<file path="src/rtl/rgn_xlate_pkg.sv">
package rgn_xlate_pkg;

  typedef enum logic [2:0] {
    CM_NONE    = 3'd0,
    CM_BYPASS  = 3'd1,
    CM_WTHRU   = 3'd2,
    CM_WBACK   = 3'd3,
    CM_ISOLATE = 3'd4
  } cacheMode_e;

  typedef enum logic [1:0] {
    FC_NONE  = 2'd0,
    FC_FETCH = 2'd1,
    FC_LOAD  = 2'd2,
    FC_STORE = 2'd3
  } faultCause_e;

  typedef enum logic [1:0] {
    AK_LOAD  = 2'd0,
    AK_STORE = 2'd1,
    AK_FETCH = 2'd2,
    AK_RSVD  = 2'd3
  } accKind_e;

  // strobes from control to datapath
  typedef struct packed {
    logic entryWe;
    logic caWe;
    logic useFallback;
    logic chkRead;
    logic chkWrite;
    logic chkExec;
  } ctlStrb_t;

  typedef struct packed {
    logic       r;
    logic       w;
    logic       x;
    cacheMode_e cm;
  } rights_t;

  // attribute decode; code 5 loses its rights in fallback mode
  function automatic rights_t decodeAttr(input logic [3:0] attr, input logic fallback);
    rights_t d;
    d = '{r: 1'b0, w: 1'b0, x: 1'b0, cm: CM_NONE};
    case (attr)
      4'd0:  d = '{r: 1'b1, w: 1'b1, x: 1'b0, cm: CM_WTHRU};
      4'd1:  d = '{r: 1'b1, w: 1'b1, x: 1'b1, cm: CM_WTHRU};
      4'd2:  d = '{r: 1'b1, w: 1'b1, x: 1'b1, cm: CM_BYPASS};
      4'd3:  d = '{r: 1'b0, w: 1'b0, x: 1'b1, cm: CM_WBACK};
      4'd4:  d = '{r: 1'b1, w: 1'b1, x: 1'b1, cm: CM_WBACK};
      4'd5:  if (!fallback) d = '{r: 1'b1, w: 1'b1, x: 1'b1, cm: CM_WBACK};
      4'd14: d = '{r: 1'b1, w: 1'b1, x: 1'b0, cm: CM_ISOLATE};
      default: d = '{r: 1'b0, w: 1'b0, x: 1'b0, cm: CM_NONE};
    endcase
    return d;
  endfunction

endpackage

</file>
<file path="src/rtl/rgn_xlate_ctrl.sv">
module rgn_xlate_ctrl
  import rgn_xlate_pkg::*;
(
  input  logic       clk,
  input  logic       rstN,
  input  logic       fallbackMode,
  input  logic [1:0] reqKind,
  input  logic       wrEn,
  input  logic       wrTarget,
  output ctlStrb_t   strb
);

  always_comb begin
    strb             = '0;
    strb.entryWe     = wrEn && !wrTarget;
    strb.caWe        = wrEn && wrTarget;
    strb.useFallback = fallbackMode;
    case (accKind_e'(reqKind))
      AK_LOAD:  strb.chkRead  = 1'b1;
      AK_STORE: strb.chkWrite = 1'b1;
      AK_FETCH: strb.chkExec  = 1'b1;
      default:  ;
    endcase
  end

  // at most one right is ever demanded, none for the reserved kind
  a_r6_one_check: assert property (@(posedge clk) disable iff (!rstN)
    $onehot0({strb.chkRead, strb.chkWrite, strb.chkExec}));

  a_r6_rsvd_none: assert property (@(posedge clk) disable iff (!rstN)
    (reqKind == 2'd3) |-> !(strb.chkRead || strb.chkWrite || strb.chkExec));

  // a write never targets both stores
  a_r8_single_target: assert property (@(posedge clk) disable iff (!rstN)
    !(strb.entryWe && strb.caWe));

endmodule

</file>
<file path="src/rtl/rgn_xlate_dp.sv">
module rgn_xlate_dp
  import rgn_xlate_pkg::*;
#(
  parameter int ADDR_W             = 32,
  parameter int REGION_BITS        = 3,
  parameter int FALLBACK_PAGE_LOG2 = 12
) (
  input  logic                            clk,
  input  logic                            rstN,
  input  ctlStrb_t                        strb,
  input  logic [ADDR_W-1:0]               reqVaddr,
  input  logic [REGION_BITS-1:0]          wrIdx,
  input  logic [(4<<REGION_BITS)-1:0]     wrData,
  output logic [ADDR_W-1:0]               physAddr,
  output logic [$clog2(ADDR_W+1)-1:0]     pageLog2,
  output logic                            rdOk,
  output logic                            wrOk,
  output logic                            exOk,
  output logic [2:0]                      cacheMode,
  output logic                            grant,
  output logic [1:0]                      faultCause
);

  localparam int ATTR_W      = 4;
  localparam int NUM_REGIONS = 1 << REGION_BITS;
  localparam int OFF_W       = ADDR_W - REGION_BITS;
  localparam int CA_W        = ATTR_W * NUM_REGIONS;
  localparam int PL_W        = $clog2(ADDR_W + 1);
  localparam logic [CA_W-1:0]   CA_RESET   = {NUM_REGIONS{4'h2}};
  localparam logic [ATTR_W-1:0] ATTR_RESET = 4'h2;

  logic [REGION_BITS-1:0] entBase [NUM_REGIONS];
  logic [ATTR_W-1:0]      entAttr [NUM_REGIONS];
  logic [CA_W-1:0]        caQ;

  for (genvar g = 0; g < NUM_REGIONS; g++) begin : g_entry
    logic [REGION_BITS-1:0] baseQ;
    logic [ATTR_W-1:0]      attrQ;
    always_ff @(posedge clk or negedge rstN) begin
      if (!rstN) begin
        baseQ <= REGION_BITS'(g);
        attrQ <= ATTR_RESET;
      end else if (strb.entryWe && wrIdx == REGION_BITS'(g)) begin
        baseQ <= wrData[ATTR_W +: REGION_BITS];
        attrQ <= wrData[ATTR_W-1:0];
      end
    end
    assign entBase[g] = baseQ;
    assign entAttr[g] = attrQ;
  end

  always_ff @(posedge clk or negedge rstN) begin
    if (!rstN)          caQ <= CA_RESET;
    else if (strb.caWe) caQ <= wrData;
  end

  logic [REGION_BITS-1:0] regionIdx;
  logic [ATTR_W-1:0]      selAttr;
  rights_t                rights;

  assign regionIdx = reqVaddr[ADDR_W-1 -: REGION_BITS];

  always_comb begin
    if (strb.useFallback) begin
      selAttr  = caQ[regionIdx*ATTR_W +: ATTR_W];
      physAddr = reqVaddr;
      pageLog2 = PL_W'(FALLBACK_PAGE_LOG2);
    end else begin
      selAttr  = entAttr[regionIdx];
      physAddr = {entBase[regionIdx], reqVaddr[OFF_W-1:0]};
      pageLog2 = PL_W'(OFF_W);
    end
    rights = decodeAttr(selAttr, strb.useFallback);
  end

  assign rdOk      = rights.r;
  assign wrOk      = rights.w;
  assign exOk      = rights.x;
  assign cacheMode = rights.cm;
  assign grant     = (strb.chkRead && rights.r) || (strb.chkWrite && rights.w) ||
                     (strb.chkExec && rights.x);

  always_comb begin
    if (grant)              faultCause = FC_NONE;
    else if (strb.chkExec)  faultCause = FC_FETCH;
    else if (strb.chkWrite) faultCause = FC_STORE;
    else                    faultCause = FC_LOAD;
  end

  // an entry written last cycle is what a same-region lookup sees now
  a_r8_entry_next: assert property (@(posedge clk) disable iff (!rstN)
    strb.entryWe |=> (strb.useFallback || regionIdx != $past(wrIdx) ||
                      physAddr[ADDR_W-1 -: REGION_BITS] == $past(wrData[ATTR_W +: REGION_BITS])));

  // fallback is an identity map
  a_r5_identity: assert property (@(posedge clk) disable iff (!rstN)
    strb.useFallback |-> physAddr == reqVaddr);

  // region offset passes through untouched
  a_r2_offset_pass: assert property (@(posedge clk) disable iff (!rstN)
    !strb.useFallback |-> physAddr[OFF_W-1:0] == reqVaddr[OFF_W-1:0]);

  // cause and grant agree
  a_r7_grant_clean: assert property (@(posedge clk) disable iff (!rstN)
    grant |-> faultCause == FC_NONE);
  a_r7_deny_cause: assert property (@(posedge clk) disable iff (!rstN)
    !grant |-> faultCause != FC_NONE);

  // isolate is read/write without execute; no cache mode means no rights
  a_r9_isolate: assert property (@(posedge clk) disable iff (!rstN)
    cacheMode == CM_ISOLATE |-> (rdOk && wrOk && !exOk));
  a_r9_none_empty: assert property (@(posedge clk) disable iff (!rstN)
    cacheMode == CM_NONE |-> !(rdOk || wrOk || exOk));

endmodule

</file>
<file path="src/rtl/rgn_xlate_unit.sv">
module rgn_xlate_unit
  import rgn_xlate_pkg::*;
#(
  parameter int ADDR_W             = 32,
  parameter int REGION_BITS        = 3,
  parameter int FALLBACK_PAGE_LOG2 = 12
) (
  input  logic                              clk,
  input  logic                              rstN,
  input  logic                              fallbackMode,
  input  logic [ADDR_W-1:0]                 reqVaddr,
  input  logic [1:0]                        reqKind,
  input  logic                              wrEn,
  input  logic                              wrTarget,
  input  logic [REGION_BITS-1:0]            wrIdx,
  input  logic [(4<<REGION_BITS)-1:0]       wrData,
  output logic [ADDR_W-1:0]                 physAddr,
  output logic [$clog2(ADDR_W+1)-1:0]       pageLog2,
  output logic                              rdOk,
  output logic                              wrOk,
  output logic                              exOk,
  output logic [2:0]                        cacheMode,
  output logic                              grant,
  output logic [1:0]                        faultCause
);

  ctlStrb_t strb;

  rgn_xlate_ctrl u_ctrl (
    .clk          (clk),
    .rstN         (rstN),
    .fallbackMode (fallbackMode),
    .reqKind      (reqKind),
    .wrEn         (wrEn),
    .wrTarget     (wrTarget),
    .strb         (strb)
  );

  rgn_xlate_dp #(
    .ADDR_W             (ADDR_W),
    .REGION_BITS        (REGION_BITS),
    .FALLBACK_PAGE_LOG2 (FALLBACK_PAGE_LOG2)
  ) u_dp (
    .clk        (clk),
    .rstN       (rstN),
    .strb       (strb),
    .reqVaddr   (reqVaddr),
    .wrIdx      (wrIdx),
    .wrData     (wrData),
    .physAddr   (physAddr),
    .pageLog2   (pageLog2),
    .rdOk       (rdOk),
    .wrOk       (wrOk),
    .exOk       (exOk),
    .cacheMode  (cacheMode),
    .grant      (grant),
    .faultCause (faultCause)
  );

endmodule

</file>
<file path="config.mk">
export PLATFORM = sky130hd
export DESIGN_NAME = rgn_xlate_unit
export DESIGN_NICKNAME = d
export VERILOG_FILES = /design/src/rtl/rgn_xlate_pkg.sv /design/src/rtl/rgn_xlate_ctrl.sv /design/src/rtl/rgn_xlate_dp.sv /design/src/rtl/rgn_xlate_unit.sv
export SDC_FILE = /design/constraint.sdc
export NUM_CORES = 1
export LEC_CHECK = 0
export ABC_AREA = 0
export ABC_CLOCK_PERIOD_IN_PS = 2400
export BUFFER_PORTS_ARGS = -buffer_cell sky130_fd_sc_hd__buf_2
export CAP_MARGIN = 40
export CORE_UTILIZATION = 48
export CTS_CLUSTER_DIAMETER = 50
export DETAILED_ROUTE_END_ITERATION = 7
export GPL_ROUTABILITY_DRIVEN = 1
export GPL_TIMING_DRIVEN = 0
export PLACE_DENSITY = 0.85
export SLEW_MARGIN = 20
export SYNTH_ARGS = -nofsm -noshare
export SYNTH_HDL_FRONTEND = slang
export SYNTH_SLANG_ARGS = --single-unit
export TNS_END_PERCENT = 5
</file>
<file path="constraint.sdc">
create_clock -name clk -period 2.4 [get_ports clk]
set_input_delay 0.36 -clock clk [delete_from_list [all_inputs] [get_ports clk]]
set_output_delay 0.36 -clock clk [all_outputs]
set_load 0.005 [all_outputs]
</file>
==> results.toml, run 1 <==
[status]
status = "complete, but fails checks"
violations = "setup timing"

[clock_network]
clock_latency_ns = 0.35
htree_levels = 3
cts_sinks = 88
cts-buffers-inserted = 9
cts-root-buf = "clkbuf_8"
clk_pin_slew_ns = 0.09
cts_buffer_depth = 2
cts_tree = "done"

[power_and_ir_drop]
leakage_nw = 2.50
powerDensity_nw_per_um2 = 735
peakVddDrop_v = 0.000418

[die]
fp-row-count = 35
start_util = 0.494
core_sq_um = 9240
die_w_um = 99.6
die_h_um = 99.6
io-pin-count = 121
die_area_sq_um = 9910

[logic_synthesis]
synth_cells = 317
ys_seq_elements = 88
synth_edf_count = 0
async_reset_ff_frac = 1.00
synth_seq_area_share = 0.490
avgSynthCellArea_sq_um = 14.4
yosys_warnings = 0
synthesis.area_sq_um = 4570
synth_top_flop_cell = "dfrtp_1"
synth_cell_types = 43

[timing]
setup_violations = 9
finalCritPeriodShare = 1.22
worst_pin_slew_ns = 0.764
clock_skew_ns = 0
finalWorstSetupSlack_ns = -0.518
fin_crit_ns = 2.92
finalHoldViolCount = 0
slew-limit-headroom = 0.489
fmax_mhz = 343
rsz0062_at_grt = "yes"
setup_tns_ns = -3.47
slew_violations = 0

[cells_and_area]
diodes = 0
fill_cells = 712
fin_util = 0.599
layout.cells.non_filler = 556
syn2layout_area_growth_pct = 21.2
nets = 499
post_route_cells_drive_above_1_share = 0.689
layout_common_cells = "mux2_2 (88), buf_2 (86), dfrtp_1 (60)"
final_common_cell = "mux2_2"
fin_area_sq_um = 5540

[run]
cap_violations = 0

[worst_setup_path]
worstSetupPathType = "flip-flop to output port"
r2r_setup_slack_ns = 1.62
required_ns = 2.04
rr_endpoint = "u_dp.g_entry[7].attrQ[0]"
critPathLaunchType = "flip-flop"
critical_path_arrival_ns = 2.56
crit_path_max_fanout = 5
r2r-start = "u_dp.g_entry[7].attrQ[0]"
worst_setup_path_end_kind = "output port"
reg2regPathDepth = 1

[global_route]
antenna_found_initial = 0
grt_max_degree = 55
grt_pass1_wl_mm = 15.2
grt_use_total = 0.204
overflow = 0
grt_pass1_vias = 2999

[placed_design]
postPlaceCellArea_sq_um = 5220
hpwl_mm = 6.90
dp.cells = 533
portBuffers = 84
globalplace.congestion = 0.732

[worst_hold_path]
holdPathEnd = "u_dp.caQ[16]"
hp-class = "input pin to flip-flop"
holdCritStartpoint = "wrData[16]"
hold_depth = 2

[detailed_routing]
vias = 3000
viasPerCell = 5.40
drt_iter0_markers = 95
dr.pass1.iters = 4
drc = 0
routed_wl_mm = 9.61
final_antenna_net_count = 0
wire_per_inst_um = 17.3
-- worst max-delay path, stage by stage (launching register included) --
cell and delay [ns]:
dfstp_2 0.38, mux4_2 0.47, and2_4 0.16, o21ba_4 0.20, a221o_1 0.29, nand4_1 0.17
o221ai_4 0.15, a221oi_2 0.23, buf_2 0.15
-- cell families (layout without fill, tap and decap cells) --
group / Yosys count / after routing / share of synthesized area
AOI/OAI and AO/OA: 22 / 22 / 0.0422
and+or+nand+nor: 27 / 27 / 0.0318
other: 2 / 4 / 0.00164
muxes: 119 / 119 / 0.346
buffers and inverters: 56 / 164 / 0.0800
adders and majority gates: 3 / 3 / 0.00822
DFF: 88 / 88 / 0.490
-- cell type report --
class | count | area, sq um | share of cell area
multi-input cells | 175 | 2040 | 0.369
repair buffers | 92 | 505 | 0.0913
well taps | 129 | 161 | 0.0291
clock inverters | 4 | 52.6 | 0.00949
clock buffers | 12 | 155 | 0.0280
inverters | 7 | 26.3 | 0.00474
plain buffers | 49 | 359 | 0.0648
flip-flops and latches | 88 | 2240 | 0.404
-- metal layers --
layer  track usage  vias up  part of all wire
met4        0.0645        0             0.014
met3        0.0485       12             0.065
li1              -     1340                 -
met5             0        -                 0
met1         0.258     1517              0.42
met2         0.348      131              0.50
-- sequential cells by signal, indices dropped and copies added (netlist names) --
| signal | count |
|---|---|
| u_dp.caQ | 32 |
| u_dp.g_entry.attrQ | 32 |
| u_dp.g_entry.baseQ | 24 |
-- timing repair --
action / CTS / global route
pin swaps: 6 / 6
gates resized for setup: 9 / 1
endpoints found under the setup margin: 11 / 11
endpoints found under the hold margin: 26 / 0
hold buffers: 1 / 0
gates cloned: 0 / 0
buffers inserted: 5 / 1
-- report_power, final --
part | internal [W] | switching [W]
combinational | 0.000610 | 0.000403
sequential | 0.00185 | 0.000152
clock | 0.000538 | 0.000519
-- cell usage after synthesis (2+ instances only) --
| library cell | n | area (sq um) |
|---|---|---|
| nand2b_1 | 2 | 12.5 |
| dfstp_2 | 28 | 736 |
| nand3b_1 | 3 | 22.5 |
| buf_1 | 3 | 11.3 |
| dfrtp_1 | 60 | 1500 |
| nor3b_1 | 3 | 22.5 |
| nor2_1 | 3 | 11.3 |
| clkbuf_1 | 4 | 15.0 |
| conb_1 | 2 | 7.51 |
| ha_1 | 3 | 37.5 |
| mux2i_1 | 10 | 100 |
| nand2_1 | 9 | 33.8 |
| mux4_1 | 8 | 210 |
| inv_1 | 6 | 22.5 |
| mux4_2 | 12 | 270 |
| buf_4 | 35 | 263 |
| o21ai_0 | 7 | 35.0 |
| mux2_2 | 89 | 1000 |
| buf_2 | 5 | 25.0 |
| a221oi_1 | 2 | 17.5 |
-- stage by stage --
stage / setup WS (ns) / hold slack [ns] / power [W]
floorplan: -0.0901 / 0.0644 / 0.00265
detailed placement: -0.597 / 0.349 / 0.00297
global route: -0.606 / 0.209 / 0.00426
global placement: -0.492 / 0.480 / 0.00289
CTS: -0.536 / 0.217 / 0.00409
finish: -0.518 / 0.225 / 0.00407
-- worst max-delay path by stage --
stage	from	end	slack [ns]	depth (start not counted)
floorplan	reqVaddr[30]	grant	-0.09	8
global placement	reqVaddr[29]	faultCause[0]	-0.49	9
detailed placement	reqVaddr[29]	faultCause[0]	-0.60	9
CTS	u_dp.caQ[25]	faultCause[0]	-0.54	8
global route	u_dp.caQ[25]	faultCause[0]	-0.61	8
finish	u_dp.caQ[25]	faultCause[0]	-0.52	8
(Power assumes the default switching activity.)
==> run 2, diff against run 1 <==
--- a/config.mk
+++ b/config.mk
@@ -15,6 +15,7 @@
 export GPL_ROUTABILITY_DRIVEN = 1
 export GPL_TIMING_DRIVEN = 0
 export PLACE_DENSITY = 0.85
+export RECOVER_POWER = 100
 export SLEW_MARGIN = 20
 export SYNTH_ARGS = -nofsm -noshare
 export SYNTH_HDL_FRONTEND = slang
==> run 2 against run 1 <==
The run still ends with setup timing left. Power shrank 0.30%. Via count shrank 0.37%. Critical path type unchanged. Sequential share of layout area is 0.31 points higher. First-iteration DRC count fell by 8.4%. Highest routed layer unchanged. Largest cell class unchanged.
==> results.toml, run 2 (same netlist as run 1, synthesis figures left out) <==
[power_and_ir_drop]
p_seq_frac = 0.493
swShare = 0.264
p_switching_w = 0.00107
powerDensity_nw_per_um2 = 739
combPwrFrac = 0.247
clkPwrFrac = 0.260
peakVddDrop_v = 0.000420
power_w = 0.00406
p_int_w = 0.00299
leakage_nw = 2.47

[worst_setup_path]
crit_path_max_fanout = 5
worstSetupPathType = "flip-flop to output port"
r2r-start = "u_dp.g_entry[3].attrQ[2]"
worst_setup_path_end_kind = "output port"
cp-startpoint = "u_dp.caQ[25]"
critical_path_arrival_ns = 2.56
required_ns = 2.04
critPathLaunchType = "flip-flop"

[timing]
slew_violations = 0
setup_violations = 9
clock_skew_ns = 0
worst_pin_slew_ns = 1.31
finalCritPeriodShare = 1.22
fmax_mhz = 342
fin_crit_ns = 2.92
hold_ws_ns = 0.222
slew-limit-headroom = 0.127
rsz0062_at_grt = "yes"
setup_tns_ns = -3.52
finalHoldViolCount = 0
finalWorstSetupSlack_ns = -0.521

[clock_network]
cts_buffer_depth = 2
cts_sinks = 88
cts_tree = "done"
cts-buffers-inserted = 9
htree_levels = 3
cts-root-buf = "clkbuf_8"
clk_pin_slew_ns = 0.09
clock_latency_ns = 0.36

[detailed_routing]
drc = 0
viasPerCell = 5.38
wl_met1_mm = 4.07
vias = 2989
wire_per_inst_um = 17.4
routed_wl_mm = 9.65
drt_iter0_markers = 87
wl_met2_mm = 4.90
dr.pass1.iters = 4
final_antenna_net_count = 0
highest_layer = "met4"
met3WireLength_um = 557

[worst_hold_path]
holdCritStartpoint = "wrData[16]"
hp-class = "input pin to flip-flop"

[die]
fp-row-count = 35
die_area_sq_um = 9910
die_w_um = 99.6
start_util = 0.494
core_sq_um = 9240
die_h_um = 99.6
io-pin-count = 121

[cells_and_area]
diodes = 0
nets = 499
post_route_cells_drive_above_1_share = 0.660
syn2layout_area_growth_pct = 20.3
top_regs = "u_dp.caQ (32), u_dp.g_entry.attrQ (32), u_dp.g_entry.baseQ (24)"
layout_common_cells = "mux2_2 (86), buf_2 (76), dfrtp_1 (60)"
fin_area_sq_um = 5500
final_common_cell = "mux2_2"

[status]
violations = "setup timing"
status = "complete, but fails checks"

[placed_design]
postPlaceCellArea_sq_um = 5220
globalplace.congestion = 0.732
portBuffers = 84
pre_cts_slack_ns = -0.597
hpwl_mm = 6.90

[global_route]
grt_max_degree = 55
grt_pass1_vias = 2999
grt_pass1_wl_mm = 15.2
grt_use_total = 0.204
antenna_found_initial = 0
overflow = 0

[run]
cap_violations = 0
## run 2: cell count changes in the layout (fill, tap and decap cells not counted), sizes merged
cell	previous run	this run
buf	134	97
clkbuf	18	55
## run 2: path summary, 6_finish.rpt
check | end | slack, ns | cells after the start
min reg2reg | u_dp.g_entry[2].attrQ[2] | 0.50 | 1
min in group asynchronous | u_dp.g_entry[0].attrQ[0] | 0.64 | 2
min | u_dp.caQ[16] | 0.22 | 2
max reg2reg | u_dp.g_entry[3].attrQ[2] | 1.60 | 1
max in group asynchronous | u_dp.g_entry[4].attrQ[2] | 0.46 | 3
max | faultCause[0] | -0.52 | 8
## run 2: cell type report
cell class	instances	area, sq um
clock inverter	4	52.6
fill	721	3740
buffer	49	359
clock buffer	12	155
inverter	7	26.3
multi-input combinational	175	2030
timing repair buffer	92	473
sequential	88	2240
tap	129	161
## run 2: per-layer routing
layer | up-vias | GRT usage
li1 | 1336 | -
met1 | 1531 | 0.258
met2 | 110 | 0.348
met3 | 12 | 0.0485
met4 | 0 | 0.0645
met5 | - | 0
## run 2: power by group through the flow
stage | clock network [W] | registers [W] | logic [W]
6_report | 0.00106 | 0.00200 | 0.00100
5_1_grt | 0.00113 | 0.00204 | 0.00108
4_1_cts | 0.00107 | 0.00200 | 0.00101
3_5_place_dp | 0 | 0.00203 | 0.000943
3_3_place_gp | 0 | 0.00199 | 0.000897
2_1_floorplan | 0 | 0.00196 | 0.000687
## run 2: metrics by stage
step	cells	util
floorplan	319	-
global placement	532	0.561
detailed placement	533	0.565
CTS	555	0.598
global route	556	0.595
finish	556	0.595
## run 2: critical path: stages, from the launching register on
cell and delay (ns):
dfstp_2 0.38, mux4_2 0.47, and2_4 0.16, o21ba_4 0.20
a221o_1 0.30, nand4_1 0.17, o221ai_4 0.15, a221oi_2 0.23
buf_2 0.15
## run 2: what timing repair did
| action | in CTS | in global routing |
|---|---|---|
| resized for setup | 9 | 1 |
| setup buffers | 5 | 1 |
| pin swaps | 6 | 6 |
| hold buffers | 1 | 0 |
| setup endpoints to repair | 11 | 11 |
| endpoints found under the hold margin | 26 | 0 |
==> run 3, diff against run 2 <==
--- a/config.mk
+++ b/config.mk
@@ -5,7 +5,7 @@
 export SDC_FILE = /design/constraint.sdc
 export NUM_CORES = 1
 export LEC_CHECK = 0
-export ABC_AREA = 0
+export ABC_AREA = 1
 export ABC_CLOCK_PERIOD_IN_PS = 2400
 export BUFFER_PORTS_ARGS = -buffer_cell sky130_fd_sc_hd__buf_2
 export CAP_MARGIN = 40
@@ -14,7 +14,7 @@
 export DETAILED_ROUTE_END_ITERATION = 7
 export GPL_ROUTABILITY_DRIVEN = 1
 export GPL_TIMING_DRIVEN = 0
-export PLACE_DENSITY = 0.85
+export PLACE_DENSITY = 0.84
 export RECOVER_POWER = 100
 export SLEW_MARGIN = 20
 export SYNTH_ARGS = -nofsm -noshare
==> run 3 against run 2 <==
Clock skew unchanged. Clock power about the same. Count of clock-buffer cells in the layout up 2. The run still ends with setup timing left. Synthesized area up 4.8%. Maximum frequency up 14%.
==> results.toml, run 3 <==
[status]
status = "complete, but fails checks"
violations = "setup timing"

[global_route]
grt_use_total = 0.250
grt_pass1_wl_mm = 19.5
grt_pass1_vias = 4183
grt_max_degree = 46
overflow = 0
antenna_found_initial = 0

[timing]
worst_pin_slew_ns = 1.07
slew_violations = 0
setup_violations = 7
rsz0062_at_grt = "yes"
fin_crit_ns = 2.56
finalCritPeriodShare = 1.07
fmax_mhz = 391
finalHoldViolCount = 0
clock_skew_ns = 0
finalWorstSetupSlack_ns = -0.156
hold_ws_ns = 0.220
slew-limit-headroom = 0.287

[clock_network]
cts_buffer_depth = 2
cts-buffers-inserted = 9
htree_levels = 3
clock_latency_ns = 0.36
cts-root-buf = "clkbuf_8"
cts_sinks = 88
clk_pin_slew_ns = 0.08
cts_tree = "done"

[worst_setup_path]
reg2regPathDepth = 2
crit_path_max_fanout = 4
cp_slowest_cell = "dfstp_2"
critical-path-top-cell-by-count = "nand2_1"
critPathLaunchType = "flip-flop"
r2r-start = "u_dp.g_entry[5].attrQ[1]"
rr_endpoint = "u_dp.g_entry[5].attrQ[1]"
worstSetupPathType = "flip-flop to output port"
r2r_setup_slack_ns = 1.56
crit_chain = "nor2_1 > nor2_1 > nand2_1 > nand2_1 > nand2_1 > nand2_1 > inv_2 > nand2_4 > buf_4 > nand2_4 > nor2_4 > nor2_4 > nand3_2 > nand2_2 > nand2_2 > nor2_2 > buf_2"
required_ns = 2.04
slowest_delay_ns = 0.54
critical_path_arrival_ns = 2.20
worst_setup_path_end_kind = "output port"

[logic_synthesis]
synth_mux_area_frac = 0.00470
synth_seq_area_share = 0.467
synth_edf_count = 0
yosysMostFrequentCell = "nand2_1"
synth_top_family_by_area = "simple AND/OR/NAND/NOR gates"
synth_compound_area_frac = 0.123
async_reset_ff_frac = 1.00
yosys-top-cells-count = "nand2_1 (169), o21ai_0 (64), inv_1 (62)"
ys_seq_elements = 88
synth_cells = 630
yosys_warnings = 0
synth_cell_types = 30
avgSynthCellArea_sq_um = 7.60
synthAdderAreaFrac = 0.00784
yosys.area_share.simple = 0.254
synth_top_flop_cell = "dfrtp_1"
synth.top_cell.area_share = 0.313
synth_area_leader_cell = "dfrtp_1"
synthesis.area_sq_um = 4790
synth.area.top_cells = "dfrtp_1 (31%), dfstp_2 (15%), nand2_1 (13%)"
synth-xor-area-share = 0

[detailed_routing]
final_antenna_net_count = 0
wire_per_inst_um = 14.7
viasPerCell = 5.18
routed_wl_mm = 12.8
drt_iter0_markers = 369
vias = 4509
drc = 0
dr.pass1.iters = 5

[cells_and_area]
nets = 809
diodes = 0
fill_cells = 892
post_route_cells_drive_above_1_share = 0.278
top_regs = "u_dp.caQ (32), u_dp.g_entry.attrQ (32), u_dp.g_entry.baseQ (24)"
layout_common_cells = "nand2_1 (163), buf_2 (75), o21ai_0 (64)"
seqCellArea_sq_um = 2240
multi_input_area_sq_um = 1960
final_common_cell = "nand2_1"
syn2layout_area_growth_pct = 18.9
fin_area_sq_um = 5690
fin_util = 0.585

[run]
cap_violations = 0

[power_and_ir_drop]
leakage_nw = 2.92
peakVddDrop_v = 0.000281
powerDensity_nw_per_um2 = 694

[placed_design]
portBuffers = 85
globalplace.congestion = 0.867
postPlaceCellArea_sq_um = 5410
hpwl_mm = 8.98

[worst_hold_path]
hold_depth = 3
holdPathEnd = "u_dp.g_entry[7].baseQ[2]"
hp-class = "input pin to flip-flop"
holdCritStartpoint = "wrData[6]"

[die]
die_w_um = 102
start_util = 0.492
io-pin-count = 121
fp-row-count = 36
die_h_um = 102
core_sq_um = 9730
die_area_sq_um = 10400
==> run 3: report_power, final <==
group | switching [W] | internal [W] | total [W]
logic | 0.000559 | 0.000378 | 0.000936
clock network | 0.000532 | 0.000541 | 0.00107
registers | 0.000122 | 0.00182 | 0.00194
==> run 3: cells by family after synthesis <==
logic type | Yosys count
AOI/OAI and AO/OA | 111
muxes | 2
other | 2
DFF | 88
and+or+nand+nor | 291
buffers and inverters | 133
adders and majority gates | 3
==> run 3: critical path: cells and delay by family, from the launching register on <==
| family | cells | cell delay [ns] |
|---|---|---|
| buffers and inverters | 3 | 0.29 |
| DFF | 1 | 0.54 |
| and+or+nand+nor | 14 | 1.01 |
==> run 3: worst max-delay path by stage <==
| stage | start | to | slack (ns) | depth (start not counted) |
|---|---|---|---|---|
| after CTS | u_dp.g_entry[0].attrQ[1] | faultCause[0] | -0.11 | 17 |
| after global placement | reqVaddr[29] | physAddr[31] | 0.02 | 8 |
| final | u_dp.g_entry[0].attrQ[1] | faultCause[0] | -0.16 | 17 |
| after detailed placement | reqVaddr[29] | faultCause[0] | -0.05 | 17 |
| after floorplan | reqVaddr[30] | faultCause[0] | 0.38 | 16 |
| after global routing | u_dp.g_entry[0].attrQ[1] | faultCause[0] | -0.31 | 17 |
==> run 3: per-layer routing <==
metal	vias up	GRT usage	part of all wire
li1	2140	-	-
met1	2091	0.307	0.39
met2	246	0.427	0.48
met3	32	0.0363	0.088
met4	0	0.136	0.036
met5	-	0	0
==> run 3: what timing repair did <==
item | in CTS | in global routing
resized for setup | 3 | 22
buffers inserted | 0 | 2
hold buffers | 1 | 0
setup endpoints to repair | 7 | 8
hold endpoints to repair | 6 | 0
pin swaps | 1 | 12
==> run 3: layout make-up <==
class,count,area share
sequential,88,0.393
multi-input combinational,411,0.345
timing repair buffer,89,0.0773
buffer,64,0.0749
inverter,69,0.0459
tap,133,0.0292
clock buffer,14,0.0286
clock inverter,2,0.00659
==> run 3: stage by stage <==
stage | setup TNS, ns | total power [W] | setup WS [ns] | std cells
final | -0.735 | 0.00395 | -0.156 | 870
after global placement | 0 | 0.00279 | 0.0185 | 850
after CTS | -0.361 | 0.00390 | -0.107 | 868
after detailed placement | -0.120 | 0.00284 | -0.0455 | 851
after global routing | -1.72 | 0.00416 | -0.309 | 870
after floorplan | 0 | 0.00253 | 0.385 | 632
